[config.mk]
export PLATFORM = sky130hd
export DESIGN_NAME = phys_free_list
export DESIGN_NICKNAME = d
export VERILOG_FILES = /design/src/rtl/phys_free_list_pkg.sv /design/src/rtl/fl_classify.sv /design/src/rtl/fl_pool.sv /design/src/rtl/phys_free_list.sv
export SDC_FILE = /design/constraint.sdc
export NUM_CORES = 1
export LEC_CHECK = 0
export BUFFER_PORTS_ARGS = -buffer_cell sky130_fd_sc_hd__buf_2
export CAP_MARGIN = 5
export CORE_UTILIZATION = 59
export DETAILED_ROUTE_END_ITERATION = 10
export GPL_TIMING_DRIVEN = 1
export HOLD_SLACK_MARGIN = 0.1
export PLACE_DENSITY = 0.87
export SLEW_MARGIN = 20
export SYNTH_ARGS = -nofsm -noshare
export SYNTH_HDL_FRONTEND = slang
export SYNTH_SLANG_ARGS = --single-unit
[constraint.sdc]
create_clock -name clk -period 3.5 [get_ports clk]
set_clock_uncertainty 0.15 [all_clocks]
set_input_delay 0 -clock clk [delete_from_list [all_inputs] [get_ports clk]]
set_output_delay 0 -clock clk [all_outputs]
set_load 0.02 [all_outputs]
[src/rtl/phys_free_list_pkg.sv]
package phys_free_list_pkg;
  localparam int NUM_CLS = 3;
  localparam int CLS_INT = 0;
  localparam int CLS_FP  = 1;
  localparam int CLS_CC  = 2;

  function automatic int max3(input int a, input int b, input int c);
    int m;
    m = (a > b) ? a : b;
    return (m > c) ? m : c;
  endfunction
endpackage

[src/rtl/fl_classify.sv]
module fl_classify #(
  parameter int IW    = 5,
  parameter int N_INT = 8,
  parameter int N_FP  = 8,
  parameter int N_CC  = 4
) (
  input  logic [IW-1:0] idx_i,
  output logic [2:0]    sel_o,
  output logic          bad_o
);
  localparam int FP_BASE = N_INT;
  localparam int CC_BASE = N_INT + N_FP;
  localparam int TOTAL   = N_INT + N_FP + N_CC;

  logic [31:0] wide_idx;

  always_comb begin
    wide_idx = 32'(idx_i);
    sel_o    = 3'b000;
    bad_o    = 1'b0;
    if (wide_idx < 32'(FP_BASE))      sel_o[phys_free_list_pkg::CLS_INT] = 1'b1;
    else if (wide_idx < 32'(CC_BASE)) sel_o[phys_free_list_pkg::CLS_FP]  = 1'b1;
    else if (wide_idx < 32'(TOTAL))   sel_o[phys_free_list_pkg::CLS_CC]  = 1'b1;
    else                              bad_o = 1'b1;
  end
endmodule

[src/rtl/fl_pool.sv]
module fl_pool #(
  parameter int DEPTH = 8,
  parameter int BASE  = 0,
  parameter int RSV   = 4,
  parameter int IW    = 5,
  parameter int CW    = 4
) (
  input  logic          clk,
  input  logic          rst_n,
  input  logic          push_i,
  input  logic [IW-1:0] push_idx_i,
  input  logic          pop_i,
  output logic [IW-1:0] head_o,
  output logic [CW-1:0] cnt_o,
  output logic          avail_o,
  output logic          under_o,
  output logic          over_o
);
  localparam int PW   = (DEPTH > 1) ? $clog2(DEPTH) : 1;
  localparam int INIT = DEPTH - RSV;

  logic [IW-1:0] slot_q [DEPTH];
  logic [PW-1:0] rd_q, wr_q;
  logic [CW-1:0] cnt_q;
  logic          empty, full, do_pop, do_push;

  function automatic logic [PW-1:0] bump(input logic [PW-1:0] p);
    return (p == PW'(DEPTH - 1)) ? '0 : p + PW'(1);
  endfunction

  assign empty   = (cnt_q == '0);
  assign full    = (cnt_q == CW'(DEPTH));
  assign do_pop  = pop_i && !empty;
  assign do_push = push_i && (!full || do_pop);
  assign under_o = pop_i && empty;
  assign over_o  = push_i && !do_push;
  assign head_o  = slot_q[rd_q];
  assign cnt_o   = cnt_q;
  assign avail_o = !empty;

  always_ff @(posedge clk or negedge rst_n) begin
    if (!rst_n) begin
      for (int i = 0; i < DEPTH; i++)
        slot_q[i] <= (i < INIT) ? IW'(BASE + RSV + i) : '0;
      rd_q  <= '0;
      wr_q  <= PW'(INIT % DEPTH);
      cnt_q <= CW'(INIT);
    end else begin
      if (do_push) begin
        slot_q[wr_q] <= push_idx_i;
        wr_q         <= bump(wr_q);
      end
      if (do_pop) rd_q <= bump(rd_q);
      case ({do_push, do_pop})
        2'b10:   cnt_q <= cnt_q + CW'(1);
        2'b01:   cnt_q <= cnt_q - CW'(1);
        default: cnt_q <= cnt_q;
      endcase
    end
  end
endmodule

[src/rtl/phys_free_list.sv]
module phys_free_list #(
  parameter int N_INT   = 8,
  parameter int N_FP    = 8,
  parameter int N_CC    = 4,
  parameter int R_INT   = 4,
  parameter int R_FP    = 4,
  parameter int R_CC    = 1,
  parameter int CHK_OVF = 1,
  localparam int TOTAL  = N_INT + N_FP + N_CC,
  localparam int IW     = $clog2(TOTAL),
  localparam int CW     = $clog2(phys_free_list_pkg::max3(N_INT, N_FP, N_CC) + 1)
) (
  input  logic           clk,
  input  logic           rst_n,
  output logic [2:0]     free_avail_o,
  input  logic [2:0]     alloc_ready_i,
  output logic [3*IW-1:0] alloc_idx_o,
  input  logic           rel_valid_i,
  output logic           rel_ready_o,
  input  logic [IW-1:0]  rel_idx_i,
  input  logic [2:0]     crel_valid_i,
  input  logic [3*IW-1:0] crel_idx_i,
  output logic [3*CW-1:0] free_cnt_o,
  output logic [2:0]     err_empty_o,
  output logic [2:0]     err_ovf_o,
  output logic           err_range_o
);
  localparam int DEPTHS [3] = '{N_INT, N_FP, N_CC};
  localparam int BASES  [3] = '{0, N_INT, N_INT + N_FP};
  localparam int RSVS   [3] = '{R_INT, R_FP, R_CC};

  logic [2:0] sel;
  logic       bad, rel_go;
  logic [2:0] under, over, push;
  logic [IW-1:0] push_idx [3];
  logic [2:0] err_empty_q, err_ovf_q;
  logic       err_range_q;

  fl_classify #(.IW(IW), .N_INT(N_INT), .N_FP(N_FP), .N_CC(N_CC)) u_cls (
    .idx_i(rel_idx_i), .sel_o(sel), .bad_o(bad)
  );

  assign rel_ready_o = ~|crel_valid_i;
  assign rel_go      = rel_valid_i && rel_ready_o;

  for (genvar c = 0; c < 3; c++) begin : g_pool
    assign push[c]     = crel_valid_i[c] | (rel_go & sel[c]);
    assign push_idx[c] = crel_valid_i[c] ? crel_idx_i[c*IW +: IW] : rel_idx_i;

    fl_pool #(
      .DEPTH(DEPTHS[c]), .BASE(BASES[c]), .RSV(RSVS[c]), .IW(IW), .CW(CW)
    ) u_pool (
      .clk       (clk),
      .rst_n     (rst_n),
      .push_i    (push[c]),
      .push_idx_i(push_idx[c]),
      .pop_i     (alloc_ready_i[c]),
      .head_o    (alloc_idx_o[c*IW +: IW]),
      .cnt_o     (free_cnt_o[c*CW +: CW]),
      .avail_o   (free_avail_o[c]),
      .under_o   (under[c]),
      .over_o    (over[c])
    );
  end

  always_ff @(posedge clk or negedge rst_n) begin
    if (!rst_n) begin
      err_empty_q <= '0;
      err_ovf_q   <= '0;
      err_range_q <= 1'b0;
    end else begin
      err_empty_q <= under;
      err_ovf_q   <= (CHK_OVF != 0) ? over : 3'b000;
      err_range_q <= rel_go & bad;
    end
  end

  assign err_empty_o = err_empty_q;
  assign err_ovf_o   = err_ovf_q;
  assign err_range_o = err_range_q;
endmodule

After elaboration in Yosys (flattened, before gate mapping). Cells that the tools add are included.

Word-level logic and storage cells: 158. Output and inout bits: 38. Bits in registers: 135. Input port bits: 29.

Mux-type cells: 38. Add/subtract/negate cells: 12. Equal/unequal tests: 15. $lt $le $gt $ge: 12. Reduce and logical (&&, ||, !) cells: 36. Bitwise logic cells: 13.

Operator list (number): 40-bit bitwise mux (2); 5-bit two-way mux (12); 5-bit binary-select mux with 3-bit select (2); 5-bit demux with 3-bit select (2); 4-bit case mux with 2 select lines (3); 20-bit bitwise mux (1); 4-bit greater-or-equal comparator (second input constant) (4); 1-bit logical AND (16); 3-bit inverter with 4-bit output (4); 3-bit by 1-bit adder with 3-bit output (second input constant) (4); 4-bit by 1-bit adder with 4-bit output (second input constant) (3); 3-bit == test (second input constant) (4); 4-bit zero test (3); 3-bit two-way mux (4); 4-bit by 1-bit subtractor with 4-bit output (second input constant) (3); 5-bit binary-select mux with 2-bit select (1); 5-bit demux with 2-bit select (1); 2-bit == test (second input constant) (5); 1-bit zero test (10); 5-bit less-than comparator (second input constant) (2); 4-bit == test (second input constant) (2); 4-bit by 1-bit less-than comparator with 1-bit output (second input constant) (2); 1-bit two-way mux (7); 2-bit by 1-bit == test with 1-bit output (second input constant) (3); other kinds (12) (26).

Longest topological paths before layout. Gate-level depths: netlist of run 1.

Depth after elaboration: 9. Mapped depth: 12. Gate-level depth less buffers: 11.

By module. Synthesis of run 1 repeated with hierarchy kept, for this count alone.

Cells, all modules: 465. Area total of the unflattened synthesis: 6921.6 µm².

By module, submodules not included: fl_pool at g_pool[0].u_pool (sequential area each 1263.7 µm², area each 2492.4 µm², cells an instance 163, instances 1); fl_pool at g_pool[1].u_pool (sequential area each 1268.7 µm², area each 2491.1 µm², cells an instance 163, instances 1); fl_pool at g_pool[2].u_pool (sequential area each 714.4 µm², area each 1406.3 µm², cells an instance 101, instances 1); phys_free_list (sequential area each 175.2 µm², area each 499.2 µm², cells an instance 34, instances 1); fl_classify (sequential area each 0.0 µm², area each 32.5 µm², cells an instance 4, instances 1).

Least setup slack after synthesis of run 1. No wires, ideal clock.

Path kind: flip-flop to flip-flop. From: reg g_pool[2].u_pool.cnt_q[0]. To: reg g_pool[2].u_pool.cnt_q[3]. Arrival: 2403 ps. Path slack: 875 ps. Stages on the path, launching flop included: 8. Period minus slack after synthesis: 2625 ps. Data required time: 3278 ps. Library setup time: 72 ps. Path through: dfstp_2 -> o41ai_1 -> a311oi_1 -> ha_1 -> a21o_1 -> a21o_1 -> or3_1 -> nand4b_1.

Longest elaborated chain between the ends: 7.

RTL lines: start: declaration (line fl_pool.sv:24) `logic [CW-1:0] cnt_q;`; start signal: assignment (line fl_pool.sv:47) `cnt_q <= CW'(INIT);`; start signal: assignment (line fl_pool.sv:55) `2'b10: cnt_q <= cnt_q + CW'(1);`; start signal: assignment (line fl_pool.sv:56) `2'b01: cnt_q <= cnt_q - CW'(1);`; 4-bit zero test (line fl_pool.sv:31) `assign empty = (cnt_q == '0);`; 1-bit zero test (line fl_pool.sv:33) `assign do_pop = pop_i && !empty;`; 1-bit logical AND (line fl_pool.sv:33); 1-bit logical OR (line fl_pool.sv:34) `assign do_push = push_i && (!full || do_pop);`; 1-bit logical AND (line fl_pool.sv:34); 2-bit by 1-bit == test with 1-bit output / 2-bit == test (equally long branches) (line fl_pool.sv:54) `case ({do_push, do_pop})`; 4-bit case mux with 2 select lines / 2-bit nonzero test (equally long branches).

Several ways; a longest one is shown, not always the timed one. A chain may end at the register's enable or synchronous reset.

Final worst setup path of run 1.
From: reg g_pool[1].u_pool.cnt_q[1]. To: reg g_pool[1].u_pool.cnt_q[2].

Longest elaborated chain between the ends: 7.

RTL lines (line): start: declaration (fl_pool.sv:24); start signal: assignment (fl_pool.sv:47); start signal: assignment (fl_pool.sv:55); start signal: assignment (fl_pool.sv:56); 4-bit zero test (fl_pool.sv:31); 1-bit zero test (fl_pool.sv:33); 1-bit logical AND (fl_pool.sv:33); 1-bit logical OR (fl_pool.sv:34); 1-bit logical AND (fl_pool.sv:34); 2-bit by 1-bit == test with 1-bit output / 2-bit == test (equally long branches) (fl_pool.sv:54); 4-bit case mux with 2 select lines / 2-bit nonzero test (equally long branches).

Several ways; a longest one is shown, not always the timed one.

==> results of run 1 <==
==> logic make-up (layout without fill, tap and decap cells) <==
logic type / Yosys count / in the layout / synth area share, %
AND/OR/NAND/NOR: 93 / 93 / 8.86
XOR/XNOR: 12 / 12 / 1.52
buffers and inverters: 35 / 152 / 2.25
flip-flops: 135 / 135 / 49.6
multiplexers: 161 / 161 / 30.3
adder cells (fa/ha/maj): 22 / 22 / 4.10
AO/OA/AOI/OAI: 28 / 28 / 3.29
==> per-layer routing <==
metal	vias to the layer above	part of all wire, %
li1	2011	-
met1	2282	41
met2	125	52
met3	31	4.2
met4	0	2.4
met5	-	0
==> power groups by stage <==
stage | Sequential [W] | Combinational, W | Clock [W]
finish | 0.00323 | 0.00316 | 0.00180
global placement | 0.00312 | 0.00297 | 0
detailed placement | 0.00323 | 0.00311 | 0
floorplan | 0.00296 | 0.00250 | 0
global route | 0.00335 | 0.00341 | 0.00189
CTS | 0.00322 | 0.00317 | 0.00182
==> worst paths after layout <==
kind	from	endpoint	slack (ns)	cells after the start
max	g_pool[1].u_pool.cnt_o[1]$_DFFE_PN0P_	g_pool[1].u_pool.cnt_o[2]$_DFFE_PN1P_	0.65	11
min	rst_n	err_empty_o[2]$_DFF_PN0_	0.10	2
max reg2reg	g_pool[1].u_pool.cnt_o[1]$_DFFE_PN0P_	g_pool[1].u_pool.cnt_o[2]$_DFFE_PN1P_	0.65	11
min reg2reg	g_pool[1].u_pool.slot_q[9]$_DFFE_PN0P_	g_pool[1].u_pool.slot_q[9]$_DFFE_PN0P_	0.35	1
max in group asynchronous	rst_n	g_pool[2].u_pool.slot_q[9]$_DFFE_PN1P_	2.19	3
min in group clk	rel_valid_i	err_ovf_o[0]$_DFF_PN0_	0.14	4
==> area by class of cell <==
cell class              instances  area [um^2]  share of cell area (%)
flip-flops and latches        135         3420                    41.3
well taps                     143          179                    2.16
clock buffers                  22          464                    5.60
inverters                      17         63.8                   0.770
repair buffers                103          711                    8.58
multi-input cells             316         3320                    40.0
clock inverters                10          128                    1.54
==> layout by cell type, fill, tap and decap left out, types with 3 or more instances in the layout <==
cell type / netlist / routed
dlygate4sd3_1: 0 / 35
xnor2_1: 4 / 4
clkbuf_16: 0 / 17
nand2b_1: 6 / 6
nand3b_1: 5 / 5
xor2_1: 8 / 8
nor3b_1: 3 / 3
a21oi_1: 3 / 3
buf_2: 4 / 65
bufinv_16: 0 / 3
nor3_1: 6 / 6
mux4_2: 25 / 25
nand3_1: 6 / 6
ha_1: 21 / 21
nand4_1: 6 / 6
dfrtp_1: 100 / 100
nor4_4: 3 / 3
clkinv_2: 0 / 6
inv_1: 17 / 17
nand3_2: 4 / 4
nor2_1: 20 / 20
o21ai_0: 4 / 4
mux2_2: 133 / 133
clkbuf_1: 7 / 3
nand4b_1: 3 / 3
dfstp_2: 35 / 35
a21o_1: 5 / 5
nand2_1: 15 / 15
nor3_2: 3 / 3
==> metrics by stage <==
| stage | hold slack [ns] | util [%] | instances | area [um^2] |
|---|---|---|---|---|
| detailed placement | 0.0251 | 64.3 | 679 | 7340 |
| CTS | 0.111 | 72.6 | 746 | 8280 |
| finish | 0.103 | 72.6 | 746 | 8280 |
| global placement | 0.0140 | 64.3 | 679 | 7340 |
| global route | 0.159 | 72.6 | 746 | 8280 |
| floorplan | -0.446 | - | 486 | 6890 |
==> worst max-delay path: stages (launching register included) <==
cell     delay (ns)
dfrtp_1        0.46
nor3_1         0.29
and3_1         0.48
nor2_1         0.16
inv_1          0.11
ha_1           0.26
xor2_1         0.19
ha_1           0.18
a21oi_1        0.05
xor2_1         0.15
nor2_1         0.13
xor2_1         0.16
==> flip-flops by register name, summed over array words and instances (netlist names) <==
register              flops
g_pool.u_pool.slot_q    100
err_ovf_o                 3
g_pool.u_pool.cnt_o      12
err_range_o               1
err_empty_o               3
g_pool.u_pool.rd_q        8
g_pool.u_pool.wr_q        8
==> timing repair <==
action                                 in CTS  in global routing
hold buffers                               35                  0
setup buffers                               0                  0
endpoints found under the hold margin     187                  0
==> summary.md, run 1 <==
| Metric | Value |
|---|---|
| Status | completed |
| P_sw | 0.00280 W |
| Async SR Flop Fraction | 100% |
| First-pass GRT wire length | 24,600 um |
| Core footprint | 11,400 um^2 |
| Sw Ratio | 34.2% |
| Pwr Total | 0.00819 W |
| Top-count cell post-synth | mux2_2 |
| Worst-path maximum fanout | 8 |
| Post-synth top area cell | dfrtp_1 |
| Worst vdd ir | 0.000637 V |
| Final hold viol count | 0 |
| Initial DRC Count | 238 |
| Ant diodes | 0 |
| RSZ-0062 raised after global routing | false |
| WP data required | 3.70 ns |
| Clock power frac | 22.0% |
| Starting Density | 60.4% |
| Clk sinks | 135 |
| CTS tree | done |
| Worst-path clk slew | 0.06 ns |
| Slew Limit Fails | 0 |
| Pre-CTS setup slack | 0.699 ns |
| DRC Markers | 0 |
| I/O pin count | 67 |
| Worst min path class | primary input to async pin |
| Kind of critical path | register to register |
| Avg Cell Area, Syn | 14.2 um^2 |
| Die Wd | 110 um |
| Vias in the first global route | 4,739 |
| Lkg Pwr | 3.64 nW |
| Met3 Resource Use GR | 5.70% |
| Syn_nets | 537 |
| Synth unique cells | 51 |
| Die Span Y | 110 um |
| Seq pwr share | 39.4% |
| Per-cell routed wire length | 20.3 um |
| Share of the synthesized area in the top cell type | 36.3% |
| DRT Wirelength | 15,100 um |
| Worst slew pin tran | 0.878 ns |
| Via count | 4,449 |
| Clock latency on the worst-skew pair | 0.42 ns |
| GRT Util Overall | 27.7% |
| Area delta synth->final | 20.2% |
| Synth top cells by count | mux2_2 (133), dfrtp_1 (100), dfstp_2 (35) |
| Proportion of layout cells with a drive suffix above 1 | 51.2% |
| Final #Nets | 641 |
| Largest net degree at the start of global routing | 69 |
| Number of fill cells | 719 |
| Crit end category | register |
| Final setup viols | 0 |
| GP Congestion | 0.803 |
| Setup Total Neg Slack | 0 ns |
| Power per Cell Area | 988 nW/um^2 |
| Detailed-placement wirelength estimate | 9950 um |
| DRT Pass-1 Iters | 4 |
| Post-cts sizing count | 0 |
| Worst setup SP type | register |
| Minimum clock period | 2.85 ns |
| Clk buf depth | 2 |
| Post-synth EDFFs | 0 |
| Port buffer count | 66 |
| Die area | 12,100 um^2 |
| Gr ovfl total | 0 |
| GR peak layer | met2 |
| Htree depth | 4 |
| Final period utilization | 81.4% |
| CTS Buf Count | 17 |
| Mapped Cells | 486 |
| Initial antenna violation count | 0 |
| F_max | 351 MHz |
| Post-synthesis sequential area ratio | 49.6% |
| Logic pwr share | 38.6% |
| Crit path DAT | 3.04 ns |
| Routed Antenna Nets | 0 |
| Largest cells by area after synthesis | dfrtp_1 (36%), mux2_2 (22%), dfstp_2 (13%) |
| Vias/cell | 5.96 |
| Ys flop type | dfrtp_1 |
| Yosys warnings | 0 |
| Final worst slack | 0.651 ns |
| Syn Std Cell Area | 6890 um^2 |
| Slew Limit Headroom | 41.5% |
| GR Util met1 | 34.6% |
| Met2 usage | 47.3% |
| P_int | 0.00538 W |
| FF+latch count, synth | 135 |
| Root Buffer | clkbuf_16 |
| Max-cap violations | 0 |
| Row count | 39 |
Power figures use the tool's default switching activity.
==> run 2, diff against run 1 <==
Settings changed: CORE_UTILIZATION 59 to 54, PLACE_DENSITY 0.87 to 0.84.
Clock period 3.5 ns to 2.5 ns, I/O delays scaled along.
==> summary.md, run 2 (same netlist as run 1, synthesis figures left out) <==
| Metric | Value |
|---|---|
| Status | completed |
| Pre-CTS setup slack | -0.0295 ns (-0.728 ns) |
| Worst slew pin tran | 0.580 ns (-0.297 ns) |
| Final Non-Filler Cells | 789 (+5.8%) |
| DRT Wirelength | 15,200 um (about the same) |
| Die Wd | 115 um (+4.4%) |
| Starting Density | 56.5% (-3.9 points) |
| Final period utilization | 96.8% (+15 points) |
| Final worst slack | 0.0790 ns (-0.572 ns) |
| Core footprint | 12,200 um^2 (+6.9%) |
| Clk sinks | 135 (unchanged) |
| Most frequent cells in the layout | mux2_2 (133), dfrtp_1 (96), buf_2 (65), dfstp_2 (35), dlygate4sd3_1 (30) |
| Final hold viol count | 0 (unchanged) |
| Port buffer count | 66 (unchanged) |
| Die Span Y | 115 um (+4.4%) |
| Slew Limit Fails | 0 (unchanged) |
| Per-cell routed wire length | 19.2 um (-5.4%) |
| Reg-to-Reg Start | g_pool[0].u_pool.cnt_o[1]$_DFFE_PN0P_ |
| Final #Nets | 659 (+2.8%) |
| Initial antenna violation count | 0 (unchanged) |
| Proportion of layout cells with a drive suffix above 1 | 56.7% (+5.4 points) |
| Worst-path maximum fanout | 5 (-3) |
| Vias in the first global route | 4,746 (+0.15%) |
| Root Buffer | clkbuf_16 |
| Gr ovfl total | 0 (unchanged) |
| DRC Markers | 0 (unchanged) |
| Row count | 40 (+2.6%) |
| Via count | 4,512 (+1.4%) |
| WP data required | 2.69 ns (-1.01 ns) |
| Clock latency on the worst-skew pair | 0.42 ns (about the same) |
| Clk buf depth | 2 (unchanged) |
| CTS tree | done |
| Htree depth | 4 (unchanged) |
| Routed Antenna Nets | 0 (unchanged) |
| I/O pin count | 67 (unchanged) |
| DRT Pass-1 Iters | 4 (unchanged) |
| WP buf/inv | 1 (unchanged) |
| First-pass GRT wire length | 24,500 um (-0.73%) |
| Critical path's top delay family | simple AND/OR/NAND/NOR gates |
| Worst-path clk slew | 0.06 ns (about the same) |
| Cell mode on critical path | xor2_1 |
| GRT Util Overall | 24.9% (-2.8 points) |
| Die area | 13,200 um^2 (+9.1%) |
| Ant diodes | 0 (unchanged) |
| Crit end category | register |
| Detailed-placement wirelength estimate | 10,200 um (+2.8%) |
| Slew Limit Headroom | 61.0% (+19 points) |
| Number of cells after detailed placement | 725 (+6.8%) |
| Most common cell after layout, fill and taps aside | mux2_2 |
| Slowest CP cell | or4_4 |
| CTS Buf Count | 17 (unchanged) |
| F_max | 413 MHz (+18%) |
| Crit path DAT | 2.61 ns (-0.43 ns) |
| CP cell instances | or4_4 > nand2_2 > inv_1 > ha_4 > xor2_2 > ha_1 > a21oi_1 > xor2_1 > nor2_1 > xor2_1 |
| Vias/cell | 5.72 (-4.1%) |
| Max-cap violations | 0 (unchanged) |
| Minimum clock period | 2.42 ns (-0.428 ns) |
| Initial DRC Count | 242 (+1.7%) |
| Worst setup SP type | register |
| Kind of critical path | register to register |
| Area delta synth->final | 24.1% |
| Final setup viols | 0 (unchanged) |
| Largest net degree at the start of global routing | 59 (-14%) |
| GP Congestion | 0.795 (-1.0%) |
| Worst min path class | primary input to async pin |
| Crit-path max cell delay | 0.56 ns (+0.08 ns) |
| Critical Path Source | g_pool[0].u_pool.cnt_o[1]$_DFFE_PN0P_ |
| Max reg flops | 100 (unchanged) |
| Worst vdd ir | 0.000938 V (+47%) |
| Power per Cell Area | 1360 nW/um^2 (+38%) |
| Biggest register | g_pool.u_pool.slot_q |
| Lkg Pwr | 3.74 nW (+2.9%) |
| RSZ-0062 raised after global routing | true |
==> run 2: changes by cell type in the layout (fill, tap and decap cells not counted), sizes merged <==
cell / change
buf: +23
dlygate4sd3: -5
clkinvlp: +1
clkinv: +1
clkbuf: -2
==> run 2: worst paths after layout <==
kind / endpoint / slack, ns / depth (start not counted)
setup / recovery: g_pool[0].u_pool.cnt_o[2]$_DFFE_PN1P_ / 0.08 / 10
hold / removal: g_pool[2].u_pool.cnt_o[0]$_DFFE_PN1P_ / 0.12 / 2
setup reg to reg: g_pool[0].u_pool.cnt_o[2]$_DFFE_PN1P_ / 0.08 / 10
hold reg to reg: g_pool[0].u_pool.slot_q[23]$_DFFE_PN0P_ / 0.35 / 1
max in group asynchronous: g_pool[1].u_pool.slot_q[38]$_DFFE_PN1P_ / 1.65 / 3
min in group clk: g_pool[0].u_pool.slot_q[24]$_DFFE_PN0P_ / 0.13 / 4
==> run 2: layout make-up <==
cell class	instances	area [um^2]
Fill cell	841	3650
Clock buffer	20	457
Sequential cell	135	3430
Timing Repair Buffer	121	846
Tap cell	168	210
Inverter	17	63.8
Clock inverter	12	151
Multi-Input combinational cell	316	3400
==> run 2: report_power, final <==
| part | total (W) | switching, W | internal [W] |
|---|---|---|---|
| combinational | 0.00475 | 0.00215 | 0.00260 |
| clock | 0.00256 | 0.000944 | 0.00162 |
| sequential | 0.00436 | 0.000886 | 0.00347 |
| total | 0.0117 | 0.00398 | 0.00769 |
==> run 2: metrics by stage <==
stage          TNS [ns]  util [%]  total power (W)  cell area, um^2  hold slack (ns)
2_1_floorplan         0         -          0.00768             6940           -0.446
3_3_place_gp          0      62.0          0.00869             7570          -0.0859
3_5_place_dp    -0.0295      62.0          0.00901             7570          -0.0750
4_1_cts               0      69.7           0.0117             8510            0.108
5_1_grt         -0.0430      70.1           0.0123             8560            0.125
6_report              0      70.1           0.0117             8560            0.118
==> run 2: worst register-to-register path: stages, from the launching register on <==
cell     delay [ns]
dfrtp_2        0.42
or4_4          0.56
nand2_2        0.09
inv_1          0.08
ha_4           0.19
xor2_2         0.15
ha_1           0.18
a21oi_1        0.14
xor2_1         0.09
nor2_1         0.13
xor2_1         0.17
==> run 2: timing repair <==
item	CTS	global route
hold buffers	31	0
pin swaps	0	1
buffers inserted	0	1
endpoints found under the setup margin	1	5
hold endpoints to repair	224	0
gates resized for setup	3	6
==> run 2: routing by layer <==
metal	routed length [um]	vias to the layer above	GRT usage [%]
li1	-	2053	-
met1	6360	2345	30.5
met2	7910	86	42.8
met3	474	28	5.69
met4	421	0	10.2
met5	0	-	0
